<file path="src/rtl/lsr_pkg.sv">
package lsr_pkg;
  typedef enum logic {
    REC_START = 1'b0,
    REC_TRACK = 1'b1
  } rec_kind_e;
endpackage

</file>
<file path="src/rtl/lsr_stamp_ctr.sv">
module lsr_stamp_ctr #(
  parameter int TS_W = 32
) (
  input  logic            clk,
  input  logic            rst,
  output logic [TS_W-1:0] cnt_o
);
  always_ff @(posedge clk) begin
    if (rst) cnt_o <= '0;
    else     cnt_o <= cnt_o + 1'b1;
  end
endmodule

</file>
<file path="src/rtl/lsr_capture_ctl.sv">
module lsr_capture_ctl
  import lsr_pkg::*;
#(
  parameter int TS_W   = 32,
  parameter int EVT_W  = 8,
  parameter int DEPTH  = 64,
  parameter int ADDR_W = 6,
  parameter int CNT_W  = 7,
  parameter int REC_W  = 1 + EVT_W + TS_W
) (
  input  logic              clk,
  input  logic              rst,
  input  logic              clr_i,
  input  logic              start_i,
  input  logic              trk_vld_i,
  input  logic [EVT_W-1:0]  trk_evt_i,
  input  logic [TS_W-1:0]   cnt_i,
  output logic              wr_en_o,
  output logic [ADDR_W-1:0] wr_addr_o,
  output logic [REC_W-1:0]  wr_data_o,
  output logic [CNT_W-1:0]  records_o,
  output logic              ovf_o,
  output logic [TS_W-1:0]   start_ref_o
);
  logic              start_q;
  logic              pend_vld;
  logic [TS_W-1:0]   pend_ts;
  logic              start_edge;
  logic              want;
  logic              full;
  rec_kind_e         kind;
  logic [EVT_W-1:0]  evt;
  logic [TS_W-1:0]   ts;

  assign start_edge = start_i & ~start_q;
  assign full       = (records_o == CNT_W'(DEPTH));

  // One write port: a track wins the slot, a start waits for a free cycle
  always_comb begin
    want = 1'b0;
    kind = REC_START;
    evt  = '0;
    ts   = cnt_i;
    if (!clr_i) begin
      if (trk_vld_i) begin
        want = 1'b1;
        kind = REC_TRACK;
        evt  = trk_evt_i;
      end else if (start_edge) begin
        want = 1'b1;
      end else if (pend_vld) begin
        want = 1'b1;
        ts   = pend_ts;
      end
    end
  end

  assign wr_en_o   = want & ~full;
  assign wr_addr_o = records_o[ADDR_W-1:0];
  assign wr_data_o = {kind, evt, ts};

  always_ff @(posedge clk) begin
    if (rst) begin
      start_q     <= 1'b0;
      pend_vld    <= 1'b0;
      pend_ts     <= '0;
      records_o   <= '0;
      ovf_o       <= 1'b0;
      start_ref_o <= '0;
    end else begin
      start_q <= start_i;
      if (start_edge) start_ref_o <= cnt_i;
      if (clr_i) begin
        records_o <= '0;
        ovf_o     <= 1'b0;
        pend_vld  <= 1'b0;
      end else begin
        if (wr_en_o)      records_o <= records_o + 1'b1;
        if (want && full) ovf_o     <= 1'b1;
        if (trk_vld_i && start_edge) begin
          pend_vld <= 1'b1;
          pend_ts  <= cnt_i;
        end else if (!trk_vld_i) begin
          pend_vld <= 1'b0;
        end
      end
    end
  end
endmodule

</file>
<file path="src/rtl/lsr_rec_ram.sv">
module lsr_rec_ram #(
  parameter int W      = 41,
  parameter int DEPTH  = 64,
  parameter int ADDR_W = 6
) (
  input  logic              clk,
  input  logic              we_i,
  input  logic [ADDR_W-1:0] waddr_i,
  input  logic [W-1:0]      wdata_i,
  input  logic [ADDR_W-1:0] raddr_i,
  output logic [W-1:0]      rdata_o
);
  logic [W-1:0] mem [DEPTH];

  always_ff @(posedge clk) begin
    if (we_i) mem[waddr_i] <= wdata_i;
    rdata_o <= mem[raddr_i];
  end
endmodule

</file>
<file path="src/rtl/lsr_lat_calc.sv">
module lsr_lat_calc #(
  parameter int TS_W        = 32,
  parameter int EVT_W       = 8,
  parameter int CYC_PER_EVT = 36,
  parameter int REC_W       = 1 + EVT_W + TS_W
) (
  input  logic             clk,
  input  logic             rst,
  input  logic [REC_W-1:0] rec_i,
  input  logic [TS_W-1:0]  start_ref_i,
  output logic             kind_o,
  output logic [EVT_W-1:0] evt_o,
  output logic [TS_W-1:0]  ts_o,
  output logic [TS_W-1:0]  lat_o
);
  logic             kind;
  logic [EVT_W-1:0] evt;
  logic [TS_W-1:0]  ts;
  logic [TS_W-1:0]  offset;

  assign {kind, evt, ts} = rec_i;
  assign offset = TS_W'(evt) * TS_W'(CYC_PER_EVT);

  always_ff @(posedge clk) begin
    if (rst) begin
      kind_o <= 1'b0;
      evt_o  <= '0;
      ts_o   <= '0;
      lat_o  <= '0;
    end else begin
      kind_o <= kind;
      evt_o  <= evt;
      ts_o   <= ts;
      lat_o  <= ts - start_ref_i - offset;
    end
  end
endmodule

</file>
<file path="src/rtl/lat_stamp_rec.sv">
module lat_stamp_rec #(
  parameter int TS_W        = 32,
  parameter int EVT_W       = 8,
  parameter int DEPTH       = 64,
  parameter int CYC_PER_EVT = 36,
  localparam int ADDR_W     = $clog2(DEPTH),
  localparam int CNT_W      = ADDR_W + 1
) (
  input  logic              clk,
  input  logic              rst,
  input  logic              clr_i,
  input  logic              start_i,
  input  logic              trk_vld_i,
  input  logic [EVT_W-1:0]  trk_evt_i,
  input  logic [ADDR_W-1:0] rd_addr_i,
  output logic              rd_kind_o,
  output logic [EVT_W-1:0]  rd_evt_o,
  output logic [TS_W-1:0]   rd_ts_o,
  output logic [TS_W-1:0]   rd_lat_o,
  output logic [CNT_W-1:0]  records_o,
  output logic              ovf_o
);
  localparam int REC_W = 1 + EVT_W + TS_W;

  logic [TS_W-1:0]   cnt;
  logic              wr_en;
  logic [ADDR_W-1:0] wr_addr;
  logic [REC_W-1:0]  wr_data;
  logic [REC_W-1:0]  rd_data;
  logic [TS_W-1:0]   start_ref;

  lsr_stamp_ctr #(.TS_W(TS_W)) u_ctr (
    .clk(clk), .rst(rst), .cnt_o(cnt)
  );

  lsr_capture_ctl #(
    .TS_W(TS_W), .EVT_W(EVT_W), .DEPTH(DEPTH),
    .ADDR_W(ADDR_W), .CNT_W(CNT_W), .REC_W(REC_W)
  ) u_ctl (
    .clk(clk), .rst(rst), .clr_i(clr_i), .start_i(start_i),
    .trk_vld_i(trk_vld_i), .trk_evt_i(trk_evt_i), .cnt_i(cnt),
    .wr_en_o(wr_en), .wr_addr_o(wr_addr), .wr_data_o(wr_data),
    .records_o(records_o), .ovf_o(ovf_o), .start_ref_o(start_ref)
  );

  lsr_rec_ram #(.W(REC_W), .DEPTH(DEPTH), .ADDR_W(ADDR_W)) u_ram (
    .clk(clk), .we_i(wr_en), .waddr_i(wr_addr), .wdata_i(wr_data),
    .raddr_i(rd_addr_i), .rdata_o(rd_data)
  );

  lsr_lat_calc #(
    .TS_W(TS_W), .EVT_W(EVT_W), .CYC_PER_EVT(CYC_PER_EVT), .REC_W(REC_W)
  ) u_lat (
    .clk(clk), .rst(rst), .rec_i(rd_data), .start_ref_i(start_ref),
    .kind_o(rd_kind_o), .evt_o(rd_evt_o), .ts_o(rd_ts_o), .lat_o(rd_lat_o)
  );
endmodule

</file>
<file path="config.mk">
export PLATFORM = sky130hd
export DESIGN_NAME = lat_stamp_rec
export DESIGN_NICKNAME = d
export VERILOG_FILES = /design/src/rtl/lsr_pkg.sv /design/src/rtl/lsr_stamp_ctr.sv /design/src/rtl/lsr_capture_ctl.sv /design/src/rtl/lsr_rec_ram.sv /design/src/rtl/lsr_lat_calc.sv /design/src/rtl/lat_stamp_rec.sv
export SDC_FILE = /design/constraint.sdc
export NUM_CORES = 2
export LEC_CHECK = 0
export ABC_AREA = 1
export ABC_CLOCK_PERIOD_IN_PS = 7000
export BUFFER_PORTS_ARGS = -buffer_cell sky130_fd_sc_hd__buf_2
export CAP_MARGIN = 15
export CORE_ASPECT_RATIO = 0.9
export CORE_MARGIN = 2
export CORE_UTILIZATION = 50
export DETAILED_ROUTE_END_ITERATION = 12
export MAX_ROUTING_LAYER = met4
export PLACE_DENSITY_LB_ADDON = 0.1
export SLEW_MARGIN = 15
export SYNTH_ARGS = -nofsm -noshare
export SYNTH_HDL_FRONTEND = slang
export SYNTH_HIERARCHICAL = 1
export SYNTH_SLANG_ARGS = --single-unit
</file>
<file path="constraint.sdc">
create_clock -name clk -period 7 [get_ports clk]
set_input_delay 0.7 -clock clk [delete_from_list [all_inputs] [get_ports clk]]
set_output_delay 0.7 -clock clk [all_outputs]
set_load 0.01 [all_outputs]
</file>
# Word level (Yosys, flattened, before mapping)
# Memory sizes are Yosys's and may differ from the RTL's. A register that Yosys moved wholly into a read port is not among the register bits.
# Index checks and enable logic that the tools add are counted.
# totals
memories,1
elab_cells,44
out_inout_bits,81
regBits,179
ramBits,2624
# classes
addsub,4
mux,16
n_bitwise,5
n_reduce_logical,4
n_eq_ne,2
multipliers,1
# memory_table
memory,words,word_bits,read_ports,rd_ports_with_merged_regs,wr,line,source
u_ram.mem,64,41,1,1,1,lsr_rec_ram.sv:13,logic [W-1:0] mem [DEPTH];
# ops
op,count
$mux 32,4
$add 32x1->32 const B,1
$sub 32x14->32,1
$sub 32x32->32,1
$mux 8,2
$mul 8x4->12 const B,1
$mux 1,10
$add 7x1->7 const B,1
$eq 7x7->1 const B,1
$not 1->1,3
$and 1x1->1,2
$logic_and 1x1->1,2
$ne 2x1->1 const B,1
$reduce_and 2->1,1
$reduce_or 2->1,1

# Logic depth before layout (Yosys ltp)
# depth
ltp_word,8
depth_mapped,22
depth_no_buf,22

# Modules after synthesis
# The synthesis kept the hierarchy.
# modules_own_cells
module,cells_per_inst,instances,seq_area_each_um2,area_each_um2
lsr_rec_ram,8640,1,79616.4,106004.2
lsr_lat_calc,802,1,1461.4,5156.2
lsr_capture_ctl,461,1,1481.4,3434.5
lsr_stamp_ctr,251,1,640.6,1644.1

# Least setup slack after synthesis
# OpenSTA, ideal clock, no wires.
# synth_timing
kind,input to register
from,input port trk_vld_i
to,"memory u_ram.mem[48][0], enable pin"
setup_slack_ps,738
t_required_ps,6457
path_stages,8
t_arrival_ps,5719
setup_time_ps,543
path_cell_list,buf_6 -> inv_4 -> nand3_1 -> nand2_2 -> nor2_4 -> clkbuf_1 -> nand4_1 -> nor4_1
# synth_between
elab_chain_cells,5
# synth_lines
element,line,source
start: declaration,lat_stamp_rec.sv:13,"input logic trk_vld_i,"
$mux 1,lsr_capture_ctl.sv:45,if (trk_vld_i) begin
$mux 1,lsr_capture_ctl.sv:44,if (!clr_i) begin
$and 1x1->1,lsr_capture_ctl.sv:58,assign wr_en_o = want & ~full;
via wr_en,lat_stamp_rec.sv:26,logic wr_en;
$mux 1,lsr_rec_ram.sv:16,if (we_i) mem[waddr_i] <= wdata_i;
$mux 1 (implied by the code),lsr_rec_ram.sv:16,
end: declaration,lsr_rec_ram.sv:13,
# The timed path passes the listed nets, and every way through them passes these cells.

# Worst setup path in the final report
# layout_timing
from,register u_ctl.records_o[0]
to,"memory u_ram.mem[41][11], enable pin"
# layout_between
elab_chain_cells,5
# layout_lines
element,line,source
start: declaration,lsr_capture_ctl.sv:21,"output logic [CNT_W-1:0] records_o,"
start signal: assignment,lsr_capture_ctl.sv:78,if (wr_en_o) records_o <= records_o + 1'b1;
$eq 7x7->1,lsr_capture_ctl.sv:36,assign full = (records_o == CNT_W'(DEPTH));
$not 1->1,lsr_capture_ctl.sv:58,
$and 1x1->1,lsr_capture_ctl.sv:58,
via wr_en,lat_stamp_rec.sv:26,
$mux 1,lsr_rec_ram.sv:16,
$mux 1 (implied by the code),lsr_rec_ram.sv:16,
# The timed path passes the listed nets, and every way through them passes these cells.

==> results.md <==
* Startpoint Class: register
* Iteration-0 DRC Markers at about 12000
* Slowest-stage cell, CP: nor2_4
* Core Box Area at ~0.23 mm²
* DRC Markers at 0
* DR WL/cell at 26.9 µm
* Top post-synthesis cells by area: edfxtp_1, nand3_1, nand2_1, dfxtp_1, buf_2
* # hold bufs at CTS at 0
* Worst Path Buf+Inv at 2
* Drt total wl at 361000 µm
* Min-Delay Path Depth at 3
* Die Y at approximately 460 µm
* 1st-pass router iterations at 6
* Register area share after synthesis at 0.716
* Total CTS buffers at about 310
* Fmax at between 200 and 250 MHz
* Area of the multi-input gates at just under 0.03 mm²
* CTS tree: yes
* Place WS at approximately 2700 ps
* Final worst-path cycle share at 0.588
* Cell Count Post-Placement at around 13000
* Critical path class: reg -> reg
* Crit path time final at 4120 ps
* Fill cells at about 19000
* Share of cells above drive strength 1 at 0.0808
* Most frequent CP cell: nor2_4
* Run status: completed
* Top FF cell, synth: edfxtp_1
* Largest net degree at the start of global routing at 189
* Maximum VDD drop at approximately 0.27 mV
* Initial antenna violation count at 23
* Synth top area share at 0.678
* Grt ovf at 0
* Ys async rst share at 0
* Fin. max-slew vios at 0
* Synth top cells by count: nand2_1, edfxtp_1, nand3_1
* All-Layer GR Usage at 0.312
* CP Capture Type: register
* CTS H-tree depth at 5
* Routability Congestion at approximately 0.92
* Via/cell ratio at about 6
* Num rows at between 150 and 200
* Worst setup margin at just under 3000 ps
* Worst min-delay path category: in -> reg
* Logic depth of the worst path, buffers included at 8
* Vias in the first global route at 72600
* CTS resizes at 0
* Largest area contributor in the netlist: edfxtp_1
* Worst clock skew at approximately 60 ps
* CTS root buffer: clkbuf_16
* Fin. Hold Viols at 0
* Post-CTS Setup Bufs at 0
* Yosys cell types at 45
* I/O pins at 100
* Synth warnings at 6
* Largest stage delay on the critical path at roughly 900 ps
* Cell count after synthesis at slightly above 10000
* Static leakage at slightly below 50 nW
* Count of state elements after synthesis at ~2800
* Synthesis-to-layout area growth at 11.1%
* Slew HR at 0.195
* RSZ-0062 raised after global routing: false
* Number of flops mapped to enable cells by yosys at between 2000 and 3000
* Fin util at 0.560
* Crit path max-delay family: simple AND/OR/NAND/NOR gates
* Port Buf Inserts at 99
* Max clock buf depth at 4
* Setup tns final at 0 ps
* Die ar. at approximately 0.24 mm²
* Register clock-pin slew on the reported worst setup and hold paths at about 60 ps
* Layout Nets at roughly 10000
* Max cap viols at 0
* Post-DP HPWL at 204000 µm
* PD cells at ~290 mW/mm²
* R2R depth at 8
* Mean Syn Cell Area at 11.4 µm²
* Worst Path Required at approximately 7500 ps
* Worst slew pin tran at approximately 1200 ps
* Synth Net Count at slightly above 10000
* Most common cell in the netlist: nand2_1
* Initial Util at 0.504
* Critical path cell sequence: inv_1, ha_1, nand3_1, nor2_1, nor2_4, nand4_1, nor2_4, buf_4
* FF+latch area at around 0.083 mm²
* Peak fanout along the critical path at 22
* Worst-Skew Late Latency at 940 ps
* Die X at ~500 µm
* First-pass GRT wire length at ~520000 µm
* Post-route ant nets at 0
* Mapped cell area at 0.116 mm²
* Clock sink count at approximately 2800
* Fin cells at about 13000
* Final setup viols at 0
* DR vias at about 80000
* Data arrival, critical path at 4660 ps
* Total power draw at between 30 and 40 mW
## layout by cell type (no fill, tap or decap), types with 76 or more instances in the layout
| master | n |
|---|---|
| nand3_1 | 2485 |
| buf_2 | 94 |
| nand2_1 | 3212 |
| o21ai_0 | 83 |
| clkbuf_1 | 76 |
| dfxtp_1 | 220 |
| clkbuf_16 | 312 |
| buf_4 | 171 |
| nor2_1 | 262 |
| edfxtp_1 | 2624 |
| a21oi_1 | 96 |
| inv_1 | 271 |
## cells by family after synthesis
logic type / Yosys count / share of synthesized area
simple gates: 6092 / 0.226
flops: 2844 / 0.716
buf+inv: 904 / 0.0376
compound gates: 228 / 0.0111
fa+ha+maj: 76 / 0.00908
xor+xnor: 10 / 0.000754
## worst paths after layout
path | start | end | slack, ps
hold / removal | start_i | u_ctl/start_q | 60
setup / recovery | u_ctl/records_o[0] | u_ram/mem[41][11] | 2880
setup reg to reg | u_ctl/records_o[0] | u_ram/mem[41][11] | 2880
hold reg to reg | u_ram/rdata_o[24] | u_lat/ts_o[24] | 450
## through the flow
step,instance area [µm²],hold WS (ps)
2_1_floorplan,116000,388
3_3_place_gp,120000,447
3_5_place_dp,120000,453
4_1_cts,129000,1.19
5_1_grt,129000,39.5
6_report,129000,57.1
## per-layer routing
metal | global-route usage | part of all wire | up-vias
met4 | 0.0932 | 0.030 | 0
met2 | 0.427 | 0.43 | 4288
met3 | 0.0568 | 0.11 | 519
li1 | - | - | 35400
met1 | 0.471 | 0.44 | 38900
met5 | - | 0 | -
## area by class of cell
class	instances	share of cell area
Clock inverter	127	0.00727
Sequential cell	2844	0.644
Clock buffer	401	0.0640
Multi-Input combinational cell	6406	0.228
Antenna cell	13	0.000252
Tap cell	3042	0.0295
Inverter	285	0.00868
Timing Repair Buffer	296	0.0184
## power breakdown
group | internal (mW) | total, mW | switching (mW)
Sequential | 18.5 | 18.6 | 0.106
Combinational | 0.807 | 3.11 | 2.30
Clock | 8.76 | 15.2 | 6.46
Total | 28.1 | 37.0 | 8.87
## worst register-to-register path, delay by kind of cell, from the launching register on
| kind | cells | cell delay [ps] |
|---|---|---|
| flops | 1 | 810 |
| buf+inv | 2 | 590 |
| fa+ha+maj | 1 | 240 |
| simple gates | 5 | 2130 |
## state kept, by name, summed over array words and instances, names as in the netlist
name               cells
u_ctl/start_ref_o     32
u_ctl/start_q          1
u_ram/rdata_o         41
u_ctr/cnt_o           32
u_ctl/records_o        7
u_ctl/pend_vld         1
u_lat/lat_o           32
u_ctl/ovf_o            1
u_ctl/pend_ts         32
u_lat/evt_o            8
u_lat/ts_o            32
u_lat/kind_o           1
u_ram/mem           2624
Power figures use the tool's default switching activity.
